### src/rtl/cdt_pkg.sv
package cdt_pkg;

    localparam int unsigned CDT_CNT_W = 12;
    localparam int unsigned CDT_LO_W  = 8;
    localparam int unsigned CDT_NSRC  = 4;

    // Source codes; the tick vector is packed so that bit index == code.
    typedef enum logic [1:0] {
        SRC_64HZ = 2'b00,
        SRC_1HZ  = 2'b01,
        SRC_1MIN = 2'b10,
        SRC_4KHZ = 2'b11
    } src_e;

endpackage

### src/rtl/cdt_preset_regs.sv
module cdt_preset_regs #(
    parameter int unsigned CNT_W = cdt_pkg::CDT_CNT_W,
    parameter int unsigned LO_W  = cdt_pkg::CDT_LO_W
) (
    input  logic             clk_i,
    input  logic             rst_ni,
    input  logic             wr_en_i,
    input  logic             wr_hi_i,
    input  logic [LO_W-1:0]  wr_data_i,
    output logic [CNT_W-1:0] preset_nx_o,
    output logic             load_o
);
    localparam int unsigned HI_W = CNT_W - LO_W;

    logic [CNT_W-1:0] preset_d, preset_q;

    always_comb begin
        preset_d = preset_q;
        if (wr_en_i) begin
            if (wr_hi_i) begin
                preset_d[CNT_W-1:LO_W] = wr_data_i[HI_W-1:0];
            end else begin
                preset_d[LO_W-1:0] = wr_data_i;
            end
        end
    end

    always_ff @(posedge clk_i or negedge rst_ni) begin
        if (!rst_ni) begin
            preset_q <= '0;
        end else begin
            preset_q <= preset_d;
        end
    end

    // Merged value: the newest preset, including a write in this cycle.
    assign preset_nx_o = preset_d;
    assign load_o      = wr_en_i;

endmodule

### src/rtl/cdt_tick_sel.sv
module cdt_tick_sel #(
    parameter int unsigned NSRC  = cdt_pkg::CDT_NSRC,
    parameter int unsigned SEL_W = $clog2(NSRC)
) (
    input  logic [NSRC-1:0]  ticks_i,
    input  logic [SEL_W-1:0] sel_i,
    output logic             tick_o
);
    logic [NSRC-1:0] hit;

    for (genvar g = 0; g < NSRC; g++) begin : g_src
        assign hit[g] = ticks_i[g] & (sel_i == SEL_W'(g));
    end

    assign tick_o = |hit;

endmodule

### src/rtl/cdt_count_core.sv
module cdt_count_core #(
    parameter int unsigned CNT_W = cdt_pkg::CDT_CNT_W
) (
    input  logic             clk_i,
    input  logic             rst_ni,
    input  logic             run_i,
    input  logic             tick_i,
    input  logic             load_i,
    input  logic [CNT_W-1:0] preset_nx_i,
    input  logic             flag_clr_i,
    output logic [CNT_W-1:0] cnt_o,
    output logic             flag_o
);
    typedef struct packed {
        logic [CNT_W-1:0] cnt;
        logic             flag;
    } core_t;

    core_t st_d, st_q;
    logic  expire;

    always_comb begin
        st_d   = st_q;
        expire = run_i & tick_i & (st_q.cnt == CNT_W'(1));
        if (!run_i) begin
            if (load_i) begin
                st_d.cnt = preset_nx_i;
            end
        end else if (tick_i) begin
            if (expire) begin
                st_d.cnt = preset_nx_i;
            end else if (st_q.cnt != '0) begin
                st_d.cnt = st_q.cnt - CNT_W'(1);
            end
        end
        if (flag_clr_i) begin
            st_d.flag = 1'b0;
        end
        if (expire) begin
            st_d.flag = 1'b1;
        end
    end

    always_ff @(posedge clk_i or negedge rst_ni) begin
        if (!rst_ni) begin
            st_q <= '0;
        end else begin
            st_q <= st_d;
        end
    end

    assign cnt_o  = st_q.cnt;
    assign flag_o = st_q.flag;

endmodule

### src/rtl/cdt_timer.sv
module cdt_timer #(
    parameter int unsigned CNT_W = cdt_pkg::CDT_CNT_W,
    parameter int unsigned LO_W  = cdt_pkg::CDT_LO_W
) (
    input  logic             clk_i,
    input  logic             rst_ni,
    input  logic             tick_64hz_i,
    input  logic             tick_1hz_i,
    input  logic             tick_1min_i,
    input  logic             tick_4khz_i,
    input  logic [1:0]       src_sel_i,
    input  logic             run_en_i,
    input  logic             irq_en_i,
    input  logic             wr_en_i,
    input  logic             wr_hi_i,
    input  logic [LO_W-1:0]  wr_data_i,
    input  logic             flag_clr_i,
    output logic [CNT_W-1:0] count_o,
    output logic             flag_o,
    output logic             irq_o
);
    localparam int unsigned NSRC  = cdt_pkg::CDT_NSRC;
    localparam int unsigned SEL_W = $clog2(NSRC);

    logic [NSRC-1:0]  ticks;
    logic             tick_sel;
    logic [CNT_W-1:0] preset_nx;
    logic             load;

    // Bit index equals the source code.
    assign ticks = {tick_4khz_i, tick_1min_i, tick_1hz_i, tick_64hz_i};

    cdt_tick_sel #(
        .NSRC  (NSRC),
        .SEL_W (SEL_W)
    ) i_tick_sel (
        .ticks_i (ticks),
        .sel_i   (src_sel_i),
        .tick_o  (tick_sel)
    );

    cdt_preset_regs #(
        .CNT_W (CNT_W),
        .LO_W  (LO_W)
    ) i_preset_regs (
        .clk_i       (clk_i),
        .rst_ni      (rst_ni),
        .wr_en_i     (wr_en_i),
        .wr_hi_i     (wr_hi_i),
        .wr_data_i   (wr_data_i),
        .preset_nx_o (preset_nx),
        .load_o      (load)
    );

    cdt_count_core #(
        .CNT_W (CNT_W)
    ) i_count_core (
        .clk_i       (clk_i),
        .rst_ni      (rst_ni),
        .run_i       (run_en_i),
        .tick_i      (tick_sel),
        .load_i      (load),
        .preset_nx_i (preset_nx),
        .flag_clr_i  (flag_clr_i),
        .cnt_o       (count_o),
        .flag_o      (flag_o)
    );

    assign irq_o = flag_o & irq_en_i;

endmodule

### config.mk
export PLATFORM = sky130hd
export DESIGN_NAME = cdt_timer
export DESIGN_NICKNAME = d
export VERILOG_FILES = /design/src/rtl/cdt_pkg.sv /design/src/rtl/cdt_preset_regs.sv /design/src/rtl/cdt_tick_sel.sv /design/src/rtl/cdt_count_core.sv /design/src/rtl/cdt_timer.sv
export SDC_FILE = /design/constraint.sdc
export NUM_CORES = 1
export LEC_CHECK = 0
export BUFFER_PORTS_ARGS = -buffer_cell sky130_fd_sc_hd__buf_2
export CAP_MARGIN = 25
export CORE_ASPECT_RATIO = 0.5
export CORE_MARGIN = 3
export CORE_UTILIZATION = 40
export CTS_BUF_LIST = sky130_fd_sc_hd__clkbuf_4 sky130_fd_sc_hd__clkbuf_8
export DETAILED_ROUTE_END_ITERATION = 8
export MAX_ROUTING_LAYER = met4
export PLACE_DENSITY = 0.62
export SETUP_SLACK_MARGIN = 0.2
export SLEW_MARGIN = 20
export SYNTH_ARGS = -nofsm -noshare
export SYNTH_HDL_FRONTEND = slang
export SYNTH_SLANG_ARGS = --single-unit
### constraint.sdc
create_clock -name clk_i -period 3.85 [get_ports clk_i]
set_input_delay 0.1925 -clock clk_i [delete_from_list [all_inputs] [get_ports clk_i]]
set_output_delay 0.1925 -clock clk_i [all_outputs]
set_load 0.005 [all_outputs]
==> flow_metrics.tcl <==
set metrics [dict create \
    fmax_mhz 393 \
    die_area_um2 4390 \
    ys_ff_latch 25 \
    synth.avg_cell_area_um2 10.6 \
    report.final.slew_viol_count 0 \
    io_buffers 34 \
    worstSetupStartpointType "flip-flop" \
    maxCapViolations 0 \
    synthFlopType "dfrtp_1" \
    cts_buffers 3 \
    cp.buffers_inverters 1 \
    slowest_stage "or4b_2" \
    synth.top_cell.area_share_pct 43.6 \
    wire_per_inst_um 15.2 \
    drtIter0Drc 73 \
    reg2reg_to "i_count_core.cnt_o[5]" \
    routed_wl_mm 3.31 \
    reg2reg_setup_slack_ps 1300 \
    ant_nets 0 \
    area_growth_pct 17.9 \
    grt_pass1_wl_mm 5.59 \
    seqPwrFrac_pct 48.8 \
    hpwl_mm 2.54 \
    nets 194 \
    worst_slew_pin_slew_ps 874 \
    critPathArrivalTime_ps 2730 \
    remaining_drc_errors 0 \
    cts_tree "yes" \
    critPathTopFamily "simple AND/OR/NAND/NOR gates" \
    power_density_nw_per_um2 459 \
    p_int_uw 509 \
    hold_depth 2 \
    worstHoldStart "wr_data_i[5]" \
    worstPathRequired_ps 4030 \
    critPathKind "flip-flop to flip-flop" \
    clock-sinks 25 \
    synth-seq-area-share_pct 43.6 \
    hold_path.class "input port to flip-flop" \
    combPwrFrac_pct 30.3 \
    hold_end "i_preset_regs.preset_q[5]" \
    ff2ff_path_depth 7 \
    power_frac_clock_pct 20.9 \
    rows 14 \
    period_share_pct 66.2 \
    drive_above_1_share_pct 36.1 \
    status "complete, no violations" \
    fin_skew_ps 2.78 \
    overflow 0 \
    finalCoreUtilization_pct 52.8 \
    fp.dieH_um 48.4 \
    ios 35 \
    rsz0062_at_grt "false" \
    synth_area_um2 1440 \
    syn_inst 136 \
    grt_pass1_vias 1101 \
    clk_pin_slew_ps 80 \
    yosysUniqueCellTypes 43 \
    yosysWarnings 0 \
    first_pass_iters 4 \
    slew_headroom_pct 41.5 \
    fp.coreArea_um2 3210 \
    cp_max_fo 11 \
    start_util_pct 44.8 \
    post_cts_buffers 0 \
    leakagePower_nw 0.748 \
    grt_max_degree 26 \
    place.gp.congestion 0.952 \
    synthArstFlopShare_pct 100 \
    grt_usage_pct 16.6 \
    antenna_found_initial 0 \
    antenna_cells 0 \
    slowest_delay_ps 630 \
    setup_viol 0 \
    h-tree-depth 1 \
    clk_path_buf_depth 2 \
    r2r-start "i_count_core.cnt_o[1]" \
    synth.area.top_cells "dfrtp_1 44%, mux2_2 9.4%, o21ai_0 3.5%" \
    yosysTopAreaCell "dfrtp_1" \
    switching_share_pct 34.4 \
    crit_path_end_kind "flip-flop" \
    setup_tns_ps 0 \
    cts-root-buf "clkbuf_8" \
    path_cells "inv_1 -> ha_1 -> or4b_2 -> nor4_2 -> o31a_1 -> a21oi_1 -> o32ai_2" \
    die_width_um 90.7 \
    fin_crit_ps 2550 \
    power.switching_uw 267 \
    hold_viol 0 \
    synth-edff-count 0 \
    vias 1198 \
    vias_per_cell 5.52 \
    ir_worst_vdd_uv 169 \
    insertion_delay_ps 270 \
    syn_nets 160 \
]
-- cell families (layout without fill, tap and decap cells) --
logic type	count (synthesis)	after routing	share of synthesized area, %
compound gates	42	42	22.0
fa+ha+maj	3	3	2.61
buf+inv	16	49	5.23
flops	25	25	43.6
mux	14	14	11.7
simple gates	36	36	15.0
-- synthesized netlist by cell type (2+ instances only) --
| cell | instances |
|---|---|
| o22ai_1 | 6 |
| o31ai_1 | 2 |
| buf_2 | 3 |
| nor3_1 | 3 |
| mux2_2 | 12 |
| dfrtp_1 | 25 |
| nand3_1 | 4 |
| o21ai_0 | 10 |
| ha_1 | 3 |
| a21o_1 | 2 |
| nor2_1 | 7 |
| a21oi_1 | 4 |
| or3_1 | 2 |
| a32o_1 | 2 |
| o41ai_1 | 2 |
| nand2_1 | 7 |
| inv_1 | 10 |
| nand2b_1 | 4 |
| o2bb2ai_1 | 4 |
-- power groups by stage --
| stage | Sequential (mW) | Clock (mW) | Combinational (mW) |
|---|---|---|---|
| 2_1_floorplan | 0.373 | 0 | 0.151 |
| 3_3_place_gp | 0.383 | 0 | 0.232 |
| 3_5_place_dp | 0.384 | 0 | 0.235 |
| 4_1_cts | 0.378 | 0.168 | 0.237 |
| 5_1_grt | 0.392 | 0.176 | 0.264 |
| 6_report | 0.379 | 0.162 | 0.235 |
-- worst register-to-register path: cells and delay by family, from the launching register on --
family / cells / cell delay, ps
DFF: 1 / 420
buffers and inverters: 1 / 100
AOI/OAI and AO/OA: 3 / 770
adders and majority gates: 1 / 240
and+or+nand+nor: 2 / 940
-- placed cells by master, fill, tap and decap left out, drive strengths merged, types with 4 or more instances in the layout --
cell type   n
mux2       12
o22ai       6
o2bb2ai     4
buf        34
nor2        7
nand3       4
nand2       7
clkbuf      4
inv        10
o21ai      10
dfrtp      25
a21oi       5
nand2b      4
-- worst max path at each step --
stage,startpoint,to,slack [ps],cells past startpoint
2_1_floorplan,i_count_core.cnt_o[1],i_count_core.cnt_o[9],1710,7
3_3_place_gp,i_count_core.cnt_o[1],i_count_core.cnt_o[5],1390,7
3_5_place_dp,i_count_core.cnt_o[1],i_count_core.cnt_o[5],1360,7
4_1_cts,i_count_core.cnt_o[1],i_count_core.cnt_o[5],1320,7
5_1_grt,i_count_core.cnt_o[1],i_count_core.cnt_o[5],1100,7
6_report,i_count_core.cnt_o[1],i_count_core.cnt_o[5],1300,7
-- per-layer routing --
metal	vias to the layer above	GRT usage, %	wire length, µm
li1	581	-	-
met1	579	24.2	1710
met2	36	22.3	1390
met3	2	4.49	176
met4	0	4.82	29
met5	-	-	0
-- sequential cells by signal, indices dropped and copies added (netlist names) --
name	cells
i_count_core.cnt_o	12
i_preset_regs.preset_q	12
i_count_core.flag_o	1
-- metrics by stage --
| step | area [µm²] | power, mW | setup WS [ps] | instances | hold WS, ps |
|---|---|---|---|---|---|
| global route | 1690 | 0.833 | 1100 | 217 | 167 |
| finish | 1690 | 0.776 | 1300 | 217 | 170 |
| global placement | 1630 | 0.615 | 1390 | 212 | 217 |
| CTS | 1690 | 0.783 | 1320 | 217 | 168 |
| floorplan | 1440 | 0.524 | 1710 | 136 | -103 |
| detailed placement | 1630 | 0.619 | 1360 | 212 | 224 |
-- area by class of cell --
class,instances,area (µm²)
repair buffers,35,180
multi-input cells,95,741
inverters,10,37.5
well taps,48,60.1
flip-flops and latches,25,626
clock buffers,4,48.8
fillers,295,1510
-- timing repair --
item / in CTS / in global routing
gates resized for setup: 0 / 0
hold buffers: 1 / 0
hold endpoints to repair: 25 / 0
(Power assumes the default switching activity.)
